==> config.mk <==
export PLATFORM = sky130hd
export DESIGN_NAME = nand_ecc_page_seq
export DESIGN_NICKNAME = d
export VERILOG_FILES = /design/src/rtl/nand_ecc_pkg.sv /design/src/rtl/ecc_page_buf.sv /design/src/rtl/ecc_oob_gather.sv /design/src/rtl/ecc_code_store.sv /design/src/rtl/nand_ecc_page_seq.sv
export SDC_FILE = /design/constraint.sdc
export NUM_CORES = 1
export LEC_CHECK = 0
export ABC_CLOCK_PERIOD_IN_PS = 7500
export CAP_MARGIN = 20
export CORE_ASPECT_RATIO = 0.6
export CORE_MARGIN = 2
export CORE_UTILIZATION = 30
export CTS_BUF_LIST = sky130_fd_sc_hd__clkbuf_8
export DETAILED_ROUTE_END_ITERATION = 7
export PLACE_DENSITY = 0.52
export SETUP_SLACK_MARGIN = 0.05
export SLEW_MARGIN = 5
export SYNTH_ARGS = -nofsm -noshare
export SYNTH_HDL_FRONTEND = slang
export SYNTH_HIERARCHICAL = 1
export SYNTH_SLANG_ARGS = --single-unit
==> constraint.sdc <==
create_clock -name clk -period 7.5 [get_ports clk]
set_clock_uncertainty 0.15 [all_clocks]
set_input_delay 1.875 -clock clk [delete_from_list [all_inputs] [get_ports clk]]
set_output_delay 1.875 -clock clk [all_outputs]
set_load 0.02 [all_outputs]
==> src/rtl/nand_ecc_pkg.sv <==
package nand_ecc_pkg;
  typedef enum logic [3:0] {
    S_IDLE, S_CLR, S_DATA, S_CALC, S_OOB, S_CMD, S_COR, S_OUT, S_DONE
  } seq_st_e;
endpackage

==> src/rtl/ecc_page_buf.sv <==
// Page byte store with a write/XOR-repair port and an asynchronous read.
module ecc_page_buf #(
  parameter int DEPTH = 16,
  parameter int AW    = $clog2(DEPTH)
) (
  input  logic          clk,
  input  logic          wr_en,
  input  logic          flip,
  input  logic [AW-1:0] addr,
  input  logic [7:0]    wdata,
  input  logic [AW-1:0] raddr,
  output logic [7:0]    rdata
);
  logic [7:0] mem [DEPTH];

  always_ff @(posedge clk) begin
    if (wr_en) mem[addr] <= flip ? (mem[addr] ^ wdata) : wdata;
  end

  assign rdata = mem[raddr];
endmodule

==> src/rtl/ecc_oob_gather.sv <==
// Captures the spare area and selects one step's stored code through the table.
module ecc_oob_gather #(
  parameter int OOB_BYTES = 16,
  parameter int ECC_BYTES = 2,
  parameter int STEPS     = 4,
  parameter int PW        = $clog2(OOB_BYTES),
  parameter int KW        = (STEPS > 1) ? $clog2(STEPS) : 1
) (
  input  logic                          clk,
  input  logic                          cap_en,
  input  logic [PW-1:0]                 cap_idx,
  input  logic [7:0]                    cap_byte,
  input  logic [KW-1:0]                 step,
  input  logic [STEPS*ECC_BYTES*PW-1:0] pos_tbl,
  output logic [ECC_BYTES*8-1:0]        stored
);
  logic [7:0] oob_q [OOB_BYTES];

  always_ff @(posedge clk) begin
    if (cap_en) oob_q[cap_idx] <= cap_byte;
  end

  for (genvar j = 0; j < ECC_BYTES; j++) begin : g_byte
    logic [PW-1:0] sel;
    assign sel = pos_tbl[(int'(step) * ECC_BYTES + j) * PW +: PW];
    assign stored[j*8 +: 8] = oob_q[sel];
  end
endmodule

==> src/rtl/ecc_code_store.sv <==
// Holds the computed code of every step until its correction.
module ecc_code_store #(
  parameter int STEPS = 4,
  parameter int CW    = 16,
  parameter int KW    = (STEPS > 1) ? $clog2(STEPS) : 1
) (
  input  logic          clk,
  input  logic          wr_en,
  input  logic [KW-1:0] wr_step,
  input  logic [CW-1:0] wr_code,
  input  logic [KW-1:0] rd_step,
  output logic [CW-1:0] rd_code
);
  logic [CW-1:0] code_q [STEPS];

  always_ff @(posedge clk) begin
    if (wr_en) code_q[wr_step] <= wr_code;
  end

  assign rd_code = code_q[rd_step];
endmodule

==> src/rtl/nand_ecc_page_seq.sv <==
module nand_ecc_page_seq
  import nand_ecc_pkg::*;
#(
  parameter int PAGE_BYTES = 16,
  parameter int STEP_BYTES = 4,
  parameter int ECC_BYTES  = 2,
  parameter int OOB_BYTES  = 16,
  localparam int STEPS = PAGE_BYTES / STEP_BYTES,
  localparam int TOT   = STEPS * ECC_BYTES,
  localparam int CW    = ECC_BYTES * 8,
  localparam int PW    = $clog2(OOB_BYTES),
  localparam int SW    = $clog2(STEP_BYTES),
  localparam int KW    = (STEPS > 1) ? $clog2(STEPS) : 1
) (
  input  logic              clk,
  input  logic              rst_n,
  input  logic              start,
  input  logic              oob_first,
  input  logic              hw_ecc,
  input  logic [TOT*PW-1:0] pos_tbl,
  input  logic              rd_valid,
  input  logic [7:0]        rd_data,
  output logic              rd_ready,
  output logic              cmd_req,
  input  logic              cmd_ack,
  output logic              calc_clr,
  output logic              calc_en,
  output logic [7:0]        calc_byte,
  output logic              calc_req,
  input  logic              calc_ack,
  input  logic [CW-1:0]     calc_code,
  output logic              cor_req,
  output logic [KW-1:0]     cor_step,
  output logic [CW-1:0]     cor_stored,
  output logic [CW-1:0]     cor_calc,
  input  logic              cor_ack,
  input  logic              cor_fix,
  input  logic [SW-1:0]     cor_off,
  input  logic [7:0]        cor_mask,
  output logic              out_valid,
  output logic [7:0]        out_data,
  input  logic              out_ready,
  output logic              done
);
  localparam int AW   = $clog2(PAGE_BYTES);
  localparam int MAXB = (PAGE_BYTES > OOB_BYTES) ? PAGE_BYTES : OOB_BYTES;
  localparam int IW   = $clog2(MAXB) + 1;

  // reset: asynchronous assert, synchronous release
  logic [1:0] rsync_q;
  logic       rst_i_n;
  always_ff @(posedge clk or negedge rst_n) begin
    if (!rst_n) rsync_q <= 2'b00;
    else        rsync_q <= {rsync_q[0], 1'b1};
  end
  assign rst_i_n = rsync_q[1];

  seq_st_e       st_q, st_d;
  logic [KW-1:0] step_q, step_d;
  logic [IW-1:0] idx_q, idx_d;
  logic          of_q, hw_q;
  logic          go, rd_fire, last_step;
  logic [AW-1:0] base, drain_last, buf_addr;
  logic          buf_we, buf_flip;
  logic [7:0]    buf_wdata;

  assign go        = (st_q == S_IDLE) && start;
  assign rd_ready  = (st_q == S_DATA) || (st_q == S_OOB);
  assign rd_fire   = rd_ready && rd_valid;
  assign last_step = (step_q == KW'(STEPS - 1));
  assign base      = AW'(step_q) * AW'(STEP_BYTES);
  assign drain_last = of_q ? (base + AW'(STEP_BYTES - 1)) : AW'(PAGE_BYTES - 1);

  assign calc_clr  = (st_q == S_CLR) && hw_q;
  assign calc_en   = (st_q == S_DATA) && rd_valid;
  assign calc_byte = rd_data;
  assign calc_req  = (st_q == S_CALC);
  assign cmd_req   = (st_q == S_CMD);
  assign cor_req   = (st_q == S_COR);
  assign cor_step  = step_q;
  assign out_valid = (st_q == S_OUT);
  assign done      = (st_q == S_DONE);

  // next-state process
  always_comb begin
    st_d   = st_q;
    step_d = step_q;
    idx_d  = idx_q;
    unique case (st_q)
      S_IDLE: if (start) begin
        st_d   = oob_first ? S_OOB : S_CLR;
        step_d = '0;
        idx_d  = '0;
      end
      S_CLR: begin
        st_d  = S_DATA;
        idx_d = '0;
      end
      S_DATA: if (rd_fire) begin
        if (idx_q == IW'(STEP_BYTES - 1)) begin
          st_d  = S_CALC;
          idx_d = '0;
        end else begin
          idx_d = idx_q + 1'b1;
        end
      end
      S_CALC: if (calc_ack) begin
        if (of_q)           st_d = S_COR;
        else if (last_step) begin
          st_d  = S_OOB;
          idx_d = '0;
        end else begin
          st_d   = S_CLR;
          step_d = step_q + 1'b1;
        end
      end
      S_OOB: if (rd_fire) begin
        if (idx_q == IW'(OOB_BYTES - 1)) begin
          idx_d  = '0;
          step_d = '0;
          st_d   = of_q ? S_CMD : S_COR;
        end else begin
          idx_d = idx_q + 1'b1;
        end
      end
      S_CMD: if (cmd_ack) begin
        st_d   = S_CLR;
        step_d = '0;
      end
      S_COR: if (cor_ack) begin
        if (of_q) begin
          st_d  = S_OUT;
          idx_d = IW'(base);
        end else if (last_step) begin
          st_d  = S_OUT;
          idx_d = '0;
        end else begin
          step_d = step_q + 1'b1;
        end
      end
      S_OUT: if (out_ready) begin
        if (AW'(idx_q) == drain_last) begin
          if (of_q && !last_step) begin
            st_d   = S_CLR;
            step_d = step_q + 1'b1;
          end else begin
            st_d = S_DONE;
          end
        end else begin
          idx_d = idx_q + 1'b1;
        end
      end
      S_DONE:  st_d = S_IDLE;
      default: st_d = S_IDLE;
    endcase
  end

  // register process
  always_ff @(posedge clk or negedge rst_i_n) begin
    if (!rst_i_n) begin
      st_q   <= S_IDLE;
      step_q <= '0;
      idx_q  <= '0;
      of_q   <= 1'b0;
      hw_q   <= 1'b0;
    end else begin
      st_q   <= st_d;
      step_q <= step_d;
      idx_q  <= idx_d;
      if (go) begin
        of_q <= oob_first;
        hw_q <= hw_ecc;
      end
    end
  end

  // buffer port: step bytes while reading, XOR repair on correction
  always_comb begin
    buf_we    = 1'b0;
    buf_flip  = 1'b0;
    buf_addr  = base + AW'(idx_q);
    buf_wdata = rd_data;
    if ((st_q == S_DATA) && rd_fire) begin
      buf_we = 1'b1;
    end else if ((st_q == S_COR) && cor_ack && cor_fix) begin
      buf_we    = 1'b1;
      buf_flip  = 1'b1;
      buf_addr  = base + AW'(cor_off);
      buf_wdata = cor_mask;
    end
  end

  ecc_page_buf #(.DEPTH(PAGE_BYTES), .AW(AW)) u_buf (
    .clk   (clk),
    .wr_en (buf_we),
    .flip  (buf_flip),
    .addr  (buf_addr),
    .wdata (buf_wdata),
    .raddr (AW'(idx_q)),
    .rdata (out_data)
  );

  ecc_oob_gather #(
    .OOB_BYTES(OOB_BYTES), .ECC_BYTES(ECC_BYTES), .STEPS(STEPS), .PW(PW), .KW(KW)
  ) u_gather (
    .clk      (clk),
    .cap_en   ((st_q == S_OOB) && rd_fire),
    .cap_idx  (PW'(idx_q)),
    .cap_byte (rd_data),
    .step     (step_q),
    .pos_tbl  (pos_tbl),
    .stored   (cor_stored)
  );

  ecc_code_store #(.STEPS(STEPS), .CW(CW), .KW(KW)) u_codes (
    .clk     (clk),
    .wr_en   (calc_req && calc_ack),
    .wr_step (step_q),
    .wr_code (calc_code),
    .rd_step (step_q),
    .rd_code (cor_calc)
  );
endmodule

==> impl_results.md <==
* Status: finished, final reports clean
* Layout cell share with drive strength beyond 1 at roughly 16%
* # nets final at 1289
* Vias after detailed routing at approximately 10000
* Die H at between 150 and 200 µm
* Cell Area, Synth at 16500 µm²
* Max Fclk at around 150 MHz
* Placed Instances at 1855
* Worst slew margin at 26.5%
* Final Power at 6.51 mW
* CTS tree: yes
* Reg clk slew, reported paths at approximately 0.07 ns
* Pwr Density at ~330 nW/µm²
* CP Data Required Time at 5.48 ns
* Synth Warn # at 6
* Synthesis-stage register bit count at 335
* Peak supply drop at about 0.22 mV
* IO Pins at approximately 140
* Endpoint class of the critical path: primary output
* Average size of a mapped cell at 15.8 µm²
* Final Hold Vio Count at 0
* CP max FO at 11
* Most frequently used flop master after synthesis: edfxtp_1
* Final period util at 90.6%
* Syn Inst Count at 1044
* Pin count of the biggest net entering global routing at 65
* Worst Hold Class: flop to async pin
* CTS Buffer Depth at 3
* Post-synth net total at 1127
* First-pass iteration count of the detailed router at 5
* Crit path DAT at 4.77 ns
* Asr flop ratio synth at 4.48%
* Total wire length at 46500 µm
* Core box area at 54300 µm²
* First-pass GRT wire length at 67800 µm
* Post-synth EDFFs at 320
* DRC Markers at 0
* Cts repair resizes at 0
* Vias in the first global route at 10000
* Fin cells at 1959
* Clk sinks at between 300 and 400
* GRT Util Overall at 16.1%
* Least-Margin Pin Slew at 1.09 ns
* Maxcap violations at 0
* Setup TNS at 0 ns
* Die Area at 57000 µm²
* Setup CP Type: input pin to primary output
* Initial DRC Count at 991
* Port bufs at ~130
* # setup viols final at 0
* HPWL Detailed at between 30000 and 40000 µm
* Area growth from synthesis to layout at 18.4%
* Setup bufs post-CTS at 0
* Unrepaired setup endpoints after global routing: false
* Vias per inst at 5.20
* Clock period minus worst slack at 6.79 ns
* # diodes at 0
* Hold-fix buffers, CTS at 0
* Initial core utilization at 30.4%
* Total gr overflow at 0
* Initial antenna violation count at 1
* Leakage at 6.86 nW
* Seq/Total Area, Yosys at 60.5%
* DRT antenna net count at 0
* Fin. max-slew vios at 0
* CTS Buf Count at 52
* Critical Path Start Type: input pin
* Clock Tree Root: clkbuf_8
* Die width at 307 µm
* Htree depth at 2
* Post-synth cell types at 68
* FP Rows at 66
* Fill cell count at 5149
* Worst Reg-to-Reg Cells at 10
* Worst-Skew Late Latency at 0.61 ns
* Final Wtd Congestion at 0.819
* Routed wire per std cell at 23.7 µm
* Core Util, Final at between 30% and 40%
[final timing paths]
kind                             startpoint         endpoint  slack (ns)
worst max-delay path            pos_tbl[29]    cor_stored[9]        0.71
worst min-delay path             rsync_q[1]         idx_q[2]        0.12
worst max register to register      st_q[1]  u_buf/mem[3][5]        1.86
worst min register to register   rsync_q[1]         idx_q[2]        0.12
max in group asynchronous             rst_n       rsync_q[1]        5.80
min in group clk                 rsync_q[0]       rsync_q[1]        0.21
[flip-flops by register name, summed over array words and instances (netlist names), 2 cells and up]
signal	cells
idx_q	5
cor_step	2
u_codes/code_q	64
st_q	4
u_gather/oob_q	128
u_buf/mem	128
rsync_q	2
[power breakdown]
| part | internal, mW | switching, mW | total, mW |
|---|---|---|---|
| Combinational | 1.22 | 1.51 | 2.73 |
| Sequential | 2.16 | 0.160 | 2.32 |
| Clock | 0.726 | 0.737 | 1.46 |
[cell usage after synthesis (6+ instances only)]
library cell,count,area (µm²)
mux2i_1,189,1890
o22ai_1,67,419
a22oi_1,29,218
mux4_2,38,856
edfxtp_1,320,9610
nor3_1,13,65.1
xor2_1,9,78.8
ha_1,6,75.1
nor3b_1,6,45.0
nand2b_1,12,75.1
and3_1,7,43.8
o21ai_1,32,160
o22ai_2,6,75.1
clkbuf_1,9,33.8
mux2_2,17,191
mux4_1,30,788
buf_6,25,282
nor2_1,54,203
buf_4,13,97.6
nand2_1,26,97.6
dfrtp_1,15,375
o21ai_0,6,30.0
nand3_1,9,45.0
inv_1,6,22.5
buf_2,19,95.1
buf_1,7,26.3
[stage by stage]
stage	hold slack, ns	instance area (µm²)	setup slack [ns]
after global routing	0.185	19600	0.629
after CTS	0.150	19500	0.759
after global placement	0.140	18500	0.807
after floorplan	0.0104	16500	2.17
final	0.125	19600	0.707
after detailed placement	0.157	18500	0.720
[placed cells by master, fill, tap and decap left out, types with 21 or more instances in the layout]
cell type and count:
clkdlybuf4s50_1 134, o21ai_1 32, mux4_1 30, buf_4 45, nand2_1 26, mux4_2 36
edfxtp_1 320, o22ai_1 67, mux2i_1 189, a22oi_1 29, nor2_1 53, inv_1 21
clkbuf_8 53
[area by class of cell]
class	instances	area (µm²)	area share, %
flip-flops and latches	335	9990	51.1
clock inverters	40	220	1.13
well taps	714	893	4.57
inverters	7	26.3	0.134
repair buffers	189	1810	9.25
clock buffers	53	729	3.73
multi-input cells	621	5890	30.1
[critical path, cell delays in order]
cell             delay (ns)
clkdlybuf4s50_1        0.41
mux4_2                 0.52
nand2b_1               0.38
buf_4                  0.32
o22ai_1                0.39
nor2_1                 0.10
o21ai_1                0.16
clkdlybuf4s50_1        0.62
[cell families after synthesis]
family	after synthesis	share of synthesized area (%)
flip-flops	335	60.5
adder cells (fa/ha/maj)	6	0.455
AO/OA/AOI/OAI	171	6.98
XOR/XNOR	12	0.636
buffers and inverters	88	3.99
other	1	0.0227
AND/OR/NAND/NOR	157	4.89
multiplexers	274	22.6
[layer usage]
metal,vias to the layer above,track usage [%],wire length (µm)
met5,-,0,0
met2,360,22.5,19000
met3,69,3.59,3180
met4,0,3.73,763
met1,5196,25.1,23500
li1,4566,-,-
Power figures use the tool's default switching activity.
